### src/rtl/opshift_pkg.sv
package opshift_pkg;
  typedef enum logic [1:0] {
    SK_LSL = 2'd0,
    SK_LSR = 2'd1,
    SK_ASR = 2'd2,
    SK_ROR = 2'd3
  } shift_kind_e;
endpackage

### src/rtl/opshift_rev.sv
module opshift_rev #(
  parameter int W = 32
) (
  input  logic [W-1:0] d_i,
  output logic [W-1:0] q_o
);
  for (genvar i = 0; i < W; i++) begin : g_bit
    assign q_o[i] = d_i[W-1-i];
  end
endmodule

### src/rtl/opshift_barrel.sv
// Right-going logarithmic shifter; each stage moves by a power of two.
module opshift_barrel #(
  parameter int W     = 32,
  parameter int AMT_W = $clog2(W)
) (
  input  logic [W-1:0]     d_i,
  input  logic [AMT_W-1:0] amt_i,
  input  logic             fill_i,
  input  logic             rot_i,
  output logic [W-1:0]     q_o
);
  logic [W-1:0] stg [0:AMT_W];
  assign stg[0] = d_i;

  for (genvar k = 0; k < AMT_W; k++) begin : g_stage
    localparam int S = 1 << k;
    logic [W-1:0] moved;
    always_comb begin
      if (rot_i) moved = {stg[k][S-1:0], stg[k][W-1:S]};
      else       moved = {{S{fill_i}}, stg[k][W-1:S]};
    end
    assign stg[k+1] = amt_i[k] ? moved : stg[k];
  end

  assign q_o = stg[AMT_W];
endmodule

### src/rtl/opshift_carry.sv
// Picks the last bit pushed past bit 0 of the right-aligned source.
module opshift_carry #(
  parameter int W     = 32,
  parameter int AMT_W = $clog2(W)
) (
  input  logic [W-1:0]     src_i,
  input  logic [AMT_W-1:0] amt_i,
  input  logic             cin_i,
  output logic             cout_o
);
  localparam logic [AMT_W-1:0] ONE = 1;
  logic [AMT_W-1:0] idx;
  assign idx = amt_i - ONE;
  always_comb begin
    if (amt_i == '0) cout_o = cin_i;
    else             cout_o = src_i[idx];
  end
endmodule

### src/rtl/operand_shifter.sv
module operand_shifter
  import opshift_pkg::*;
#(
  parameter int DATA_W = 32,
  parameter int AMT_W  = $clog2(DATA_W)
) (
  input  logic [DATA_W-1:0] opnd_i,
  input  logic [1:0]        kind_i,
  input  logic [AMT_W-1:0]  amt_i,
  input  logic              rrx_i,
  input  logic              cin_i,
  output logic [DATA_W-1:0] result_o,
  output logic              cout_o
);
  shift_kind_e       kind;
  logic              is_left, fill, rot;
  logic [DATA_W-1:0] opnd_rev, pre, bar_out, bar_rev, shifted;
  logic              sh_carry;

  assign kind    = shift_kind_e'(kind_i);
  assign is_left = (kind == SK_LSL);
  assign rot     = (kind == SK_ROR);
  assign fill    = (kind == SK_ASR) ? opnd_i[DATA_W-1] : 1'b0;

  // Left shifts run through the right shifter on a mirrored operand.
  opshift_rev #(.W(DATA_W)) u_rev_in  (.d_i(opnd_i),  .q_o(opnd_rev));
  assign pre = is_left ? opnd_rev : opnd_i;

  opshift_barrel #(.W(DATA_W), .AMT_W(AMT_W)) u_barrel (
    .d_i(pre), .amt_i(amt_i), .fill_i(fill), .rot_i(rot), .q_o(bar_out)
  );

  opshift_rev #(.W(DATA_W)) u_rev_out (.d_i(bar_out), .q_o(bar_rev));
  assign shifted = is_left ? bar_rev : bar_out;

  opshift_carry #(.W(DATA_W), .AMT_W(AMT_W)) u_carry (
    .src_i(pre), .amt_i(amt_i), .cin_i(cin_i), .cout_o(sh_carry)
  );

  // Rotate-extend takes priority over kind and distance.
  always_comb begin
    if (rrx_i) begin
      result_o = {cin_i, opnd_i[DATA_W-1:1]};
      cout_o   = opnd_i[0];
    end else begin
      result_o = shifted;
      cout_o   = sh_carry;
    end
  end

  always_comb begin
    if (!rrx_i && amt_i == '0) begin
      AST_ZERO_PASS: assert (result_o == opnd_i && cout_o == cin_i) else $error("zero distance altered data");
    end
    if (rrx_i) begin
      AST_RRX_TOP: assert (result_o[DATA_W-1] == cin_i) else $error("extend top bit wrong");
    end
    if (!rrx_i && kind == SK_ROR) begin
      AST_ROR_KEEP: assert ($countones(result_o) == $countones(opnd_i)) else $error("rotate lost bits");
    end
    if (!rrx_i && kind == SK_LSR && amt_i != '0) begin
      AST_LSR_TOP_ZERO: assert (result_o[DATA_W-1] == 1'b0) else $error("right logical fill");
    end
    if (!rrx_i && kind == SK_ASR) begin
      AST_ASR_SIGN: assert (result_o[DATA_W-1] == opnd_i[DATA_W-1]) else $error("sign not kept");
    end
    if (!rrx_i && kind == SK_LSL && amt_i != '0) begin
      AST_LSL_LOW_ZERO: assert (result_o[0] == 1'b0) else $error("left fill");
    end
  end
endmodule

### config.mk
export PLATFORM = sky130hd
export DESIGN_NAME = operand_shifter
export DESIGN_NICKNAME = d
export VERILOG_FILES = /design/src/rtl/opshift_pkg.sv /design/src/rtl/opshift_rev.sv /design/src/rtl/opshift_barrel.sv /design/src/rtl/opshift_carry.sv /design/src/rtl/operand_shifter.sv
export SDC_FILE = /design/constraint.sdc
export NUM_CORES = 1
export LEC_CHECK = 0
export ABC_AREA = 1
export BUFFER_PORTS_ARGS = -buffer_cell sky130_fd_sc_hd__buf_2
export CORE_UTILIZATION = 61
export DETAILED_ROUTE_END_ITERATION = 6
export GPL_TIMING_DRIVEN = 0
export MAX_ROUTING_LAYER = met4
export PLACE_DENSITY = 0.93
export SYNTH_ARGS = -nofsm -noshare
export SYNTH_HDL_FRONTEND = slang
export SYNTH_HIERARCHICAL = 1
export SYNTH_SLANG_ARGS = --single-unit
### constraint.sdc
create_clock -name vclk -period 4.4
set_input_delay 1.32 -clock vclk [all_inputs]
set_output_delay 1.32 -clock vclk [all_outputs]
set_load 0.005 [all_outputs]
==> impl_results.rst, run 1 <==
.. list-table::
   :header-rows: 1

   * - Metric
     - Value
   * - Global-route total usage across every layer
     - 0.790
   * - Effective utilization at floorplan
     - 0.632
   * - Count of boundary I/O pins
     - 74
   * - First-pass GRT wire length
     - 45400 um
   * - Outcome
     - aborted with a tool error
   * - Number of warnings reported in the yosys synthesis log
     - 6
   * - Syn_area_per_cell
     - about 4.6 um^2
   * - Final HPWL DP
     - ~15000 um
   * - Count of hold buffers inserted by post-cts repair
     - 0
   * - Post-place instance area
     - 5090 um^2
   * - Net Count, Synth
     - 1041
   * - Sequential area share after synthesis
     - 0
   * - Via count of the first global-routing pass
     - 8401
   * - DIE WIDTH
     - 88.9 um
   * - Distinct cell type count after synthesis
     - 28
   * - PortBufs
     - ~70
   * - Total grt overflow
     - 78
   * - Cell count after synthesis
     - around 1000
   * - Total standard cell area after synthesis
     - 4610 um^2
   * - Pin count of the biggest net entering global routing
     - 11
   * - Error
     - [ERROR GRT-0116] Global routing finished with congestion. Check the congestion regions in the DRC Viewer.
   * - Die outline height
     - 88.9 um
   * - Number of standard-cell rows in the floorplan
     - 31
   * - Stage where the flow stopped
     - 5_1_grt
   * - Final GP Congestion
     - 1.10
   * - Setup slack at placement
     - -0.555 ns
## layer usage
layer	GRT overflow	track usage
met1	2	0.771
met2	52	0.966
met3	1	0.600
met4	23	0.773
met5	-	-
## kinds of logic after synthesis
kind of cell,count (synthesis),synth area share
adders and majority gates,1,0.00271
and+or+nand+nor,758,0.704
buffers and inverters,231,0.281
AOI/OAI and AO/OA,7,0.00760
xor gates and xnor gates,2,0.00380
## per-stage QoR
step	std cells	setup TNS (ns)	hold WS (ns)
floorplan	999	0	2.73
global placement	1170	-12.81	2.93
detailed placement	1170	-13.08	2.94
CTS	1186	-2.08	2.94
## synthesized netlist by cell type
master,count,area [um^2]
clkbuf_8,1,13.8
nand2_1,460,1730
nor2_4,1,11.3
nor2_1,7,26.3
nand2_4,2,22.5
buf_6,11,124
xor2_1,1,8.76
nand2_2,7,43.8
nand3_2,1,10.0
nor2_2,1,6.26
ha_1,1,12.5
nand3_1,275,1380
inv_1,103,387
inv_8,1,11.3
o21ai_1,5,25.0
nor3_1,1,5.00
buf_2,25,125
clkbuf_1,4,15.0
and2_1,1,6.26
o21ai_0,2,10.0
xnor2_1,1,8.76
inv_2,4,15.0
buf_1,6,22.5
or2_1,1,6.26
nand4_1,1,6.26
inv_4,1,6.26
buf_8,2,30.0
buf_4,73,548
## repair_timing
action                                  4_1_cts
endpoints found under the setup margin       33
buffers inserted                             15
gates cloned                                  6
resized for setup                           381
hold endpoints to repair                      0
pin swaps                                   151
==> run 2, diff against run 1 <==
CORE_UTILIZATION = 40   (was 61)
MAX_ROUTING_LAYER = default   (was met4)
PLACE_DENSITY = default   (was 0.93)
PLACE_DENSITY_LB_ADDON = 0.15   (was default)
==> impl_results.rst, run 2 <==
.. list-table::
   :header-rows: 1

   * - Metric
     - Value
   * - Total net switching power
     - ~760 uW
   * - Number of warnings reported in the yosys synthesis log
     - 6 (unchanged)
   * - Setup ws final
     - -0.348 ns
   * - Antenna violations before repair
     - 0
   * - Final-layout clock buffer total
     - 0
   * - Average wire per cell in the routed design
     - approximately 21 um
   * - Path class of the lowest-slack min-delay path
     - input port to output port
   * - Count of unresolved DRC violations after routing
     - 0
   * - Setup TNS
     - -8.08 ns
   * - Cell type with the largest total area after synthesis
     - nand2_1
   * - Worst setup path class
     - input port to output port
   * - Adder-Cell Fraction of Synth Area
     - 0.00271 (unchanged)
   * - Setup crit start
     - kind_i[0]
   * - Net Count, Synth
     - 1041 (unchanged)
   * - Total number of nets in the final design
     - 1155
   * - First-pass GRT wire length
     - 35400 um
   * - Startpoint class of the critical path
     - input port
   * - Area contributors post-synth
     - nand2_1 (37%), nand3_1 (30%), buf_4 (12%)
   * - Max incr delay on CP
     - 0.18 ns
   * - Worst slew margin relative to its limit
     - 0.476
   * - Measured slew at the worst slew-check pin
     - 0.787 ns
   * - Iteration-0 DRC count of the detailed router
     - 748
   * - Die outline height
     - 109 um (+23%)
   * - Post-place instance area
     - 5140 um^2 (+1.0%)
   * - Pin count of the biggest net entering global routing
     - 11
   * - Post-synthesis compound-gate area fraction
     - 0.00760 (unchanged)
   * - Basic-gate share of the synthesized area counting and, or, nand and nor cells
     - 0.704 (unchanged)
   * - Worst path top cell family by delay
     - simple AND/OR/NAND/NOR gates
   * - Total standard cell area after synthesis
     - 4610 um^2 (unchanged)
   * - Via count of the first global-routing pass
     - between 6000 and 7000
   * - Cell count after synthesis
     - 999 (unchanged)
   * - Syn_area_per_cell
     - 4.61 um^2 (unchanged)
   * - Multiplexer area fraction after synthesis
     - 0 (unchanged)
   * - Global-route total usage across every layer
     - 0.392
   * - Total via count in the routed design
     - between 7000 and 8000
   * - Unrepaired setup endpoints after global routing
     - true
   * - Outcome
     - finished with violations
   * - Commonest non-fill, non-tap cells in the layout
     - nand2_1 (233), nand2_2 (142), nand3_2 (122), buf_2 (92), nand3_4 (81)
   * - Xor/xnor share of the synthesized area
     - 0.00380 (unchanged)
   * - Most common library cell in the layout ignoring fill and taps
     - nand2_1
   * - DIE WIDTH
     - 109 um (+23%)
   * - PortBufs
     - 72 (unchanged)
   * - Routed wire length
     - about 26000 um
   * - Post-detailed-route via-to-cell ratio
     - just under 6
   * - Leakage power summed over all cells
     - approximately 0.0044 uW
   * - Final GP Congestion
     - 1.01 (-8.0%)
   * - Portion of synthesized cell area occupied by the leading cell type
     - 0.375 (unchanged)
   * - Distinct cell type count after synthesis
     - 28 (unchanged)
   * - Top cells by count, synth
     - nand2_1 (460), nand3_1 (275), inv_1 (103)
   * - Endpoints failing setup
     - 33
   * - Total grt overflow
     - 0
   * - Startpoint of the tightest hold check path
     - opnd_i[31]
   * - Die outline area
     - 12000 um^2
   * - Area of the core
     - 11000 um^2
   * - Switching share of total power
     - 0.618
   * - Top fanout value on the critical path
     - 5
   * - Count of boundary I/O pins
     - 74 (unchanged)
   * - Logic gate share of total power
     - 1.000
   * - Remaining number of nets flagged by the antenna check after routing
     - 0
   * - Final critical-path required period
     - between 4 and 5 ns
   * - Max IR drop VDD
     - approximately 0.09 mV
   * - Endpoint arrival time on the critical path
     - around 3.4 ns
   * - Effective utilization at floorplan
     - 0.418 (-0.214)
   * - Post-layout power
     - 1230 uW
   * - Total number of sequential cells
     - 0
   * - Power per standard cell area
     - 144 nW/um^2
   * - # Max-Cap Violations
     - 0
   * - Highest clock rate
     - ~0.21 GHz
   * - First drt pass iteration count
     - 5
   * - Critical path data required time
     - slightly above 3 ns
   * - Layout cell share with drive strength beyond 1
     - 0.647
   * - Count of hold buffers inserted by post-cts repair
     - 0 (unchanged)
   * - Post-Route Utilization
     - 0.776
   * - Buffers & Inverters on Critical Path
     - 7
   * - Worst-path cell with the longest stage delay
     - clkinvlp_4
   * - Sequential area share after synthesis
     - 0 (unchanged)
   * - Largest family of logic cells by synthesized area
     - simple AND/OR/NAND/NOR gates
   * - Internal power
     - around 470 uW
   * - Number of standard-cell rows in the floorplan
     - 38 (+23%)
   * - Violated checks
     - negative setup slack
   * - Layout Cell Area excl Fill
     - approximately 8600 um^2
   * - Register Area
     - 0 um^2
   * - Fin. Hold Viols
     - 0
   * - Most numerous cell in the Yosys netlist
     - nand2_1
   * - Final HPWL DP
     - 17000 um (+13%)
   * - Critical Path End Type
     - output port
   * - Area growth from synthesis to layout
     - 85.7%
   * - Clk pwr share
     - 0
   * - Sequential share of power
     - 0
   * - Ordered cell list for the critical path
     - buf_12, clkinvlp_4, nand2_8, buf_8, nand2_4, nand2_4, nand2_4, nand3_4, nand3_4, nand2_2, nand2_1, nand2_2, nand2_2, nand2_1, nand2_1, inv_2, buf_6, inv_2, nand2_2, nand3_2, nand2_1, buf_2
   * - Slew Limit Fails
     - 0
   * - Fraction of the cycle the final worst path needs
     - 1.08
   * - N_diodes
     - 0
[run 2: cell counts after synthesis]
No cell type changed its count.
[run 2: power by group through the flow]
stage / clock network, uW / logic, uW / registers [uW]
after global routing: 0 / 1300 / 0
after floorplan: 0 / 503 / 0
after CTS: 0 / 977 / 0
after global placement: 0 / 726 / 0
after detailed placement: 0 / 724 / 0
final: 0 / 1230 / 0
[run 2: cell families after synthesis]
kind of cell | after synthesis
and+or+nand+nor | 758
adders and majority gates | 1
AOI/OAI and AO/OA | 7
xor gates and xnor gates | 2
buffers and inverters | 231
[run 2: what timing repair did]
action	4_1_cts	5_1_grt
buffers inserted	21	11
gates resized for setup	451	292
pin swaps	188	193
setup endpoints to repair	33	33
cloned	8	0
[run 2: layer usage]
metal | share of wire | up-vias | global-route usage
met5 | 0 | - | 0
li1 | - | 3316 | -
met1 | 0.37 | 3452 | 0.483
met2 | 0.47 | 525 | 0.655
met3 | 0.093 | 143 | 0.0723
met4 | 0.071 | 0 | 0.188
[run 2: path summary, 6_finish.rpt]
path / slack (ns) / cells past startpoint / end
worst max-delay path: -0.35 / 22 / result_o[7]
worst min-delay path: 2.94 / 4 / result_o[30]
[run 2: per-stage QoR]
step / cells / hold WS, ns / worst slack, ns
5_1_grt: 1251 / 2.98 / -0.392
3_5_place_dp: 1211 / 2.95 / -0.573
4_1_cts: 1240 / 2.95 / -0.142
2_1_floorplan: 999 / 2.73 / 0.296
6_report: 1251 / 2.94 / -0.348
3_3_place_gp: 1211 / 2.95 / -0.603
[run 2: layout make-up]
class / instances / area, um^2
plain buffers: 122 / 1030
repair buffers: 111 / 729
fillers: 839 / 2470
multi-input cells: 769 / 6190
inverters: 109 / 432
well taps: 140 / 175
Note: power is estimated with default switching activity, not from simulation.
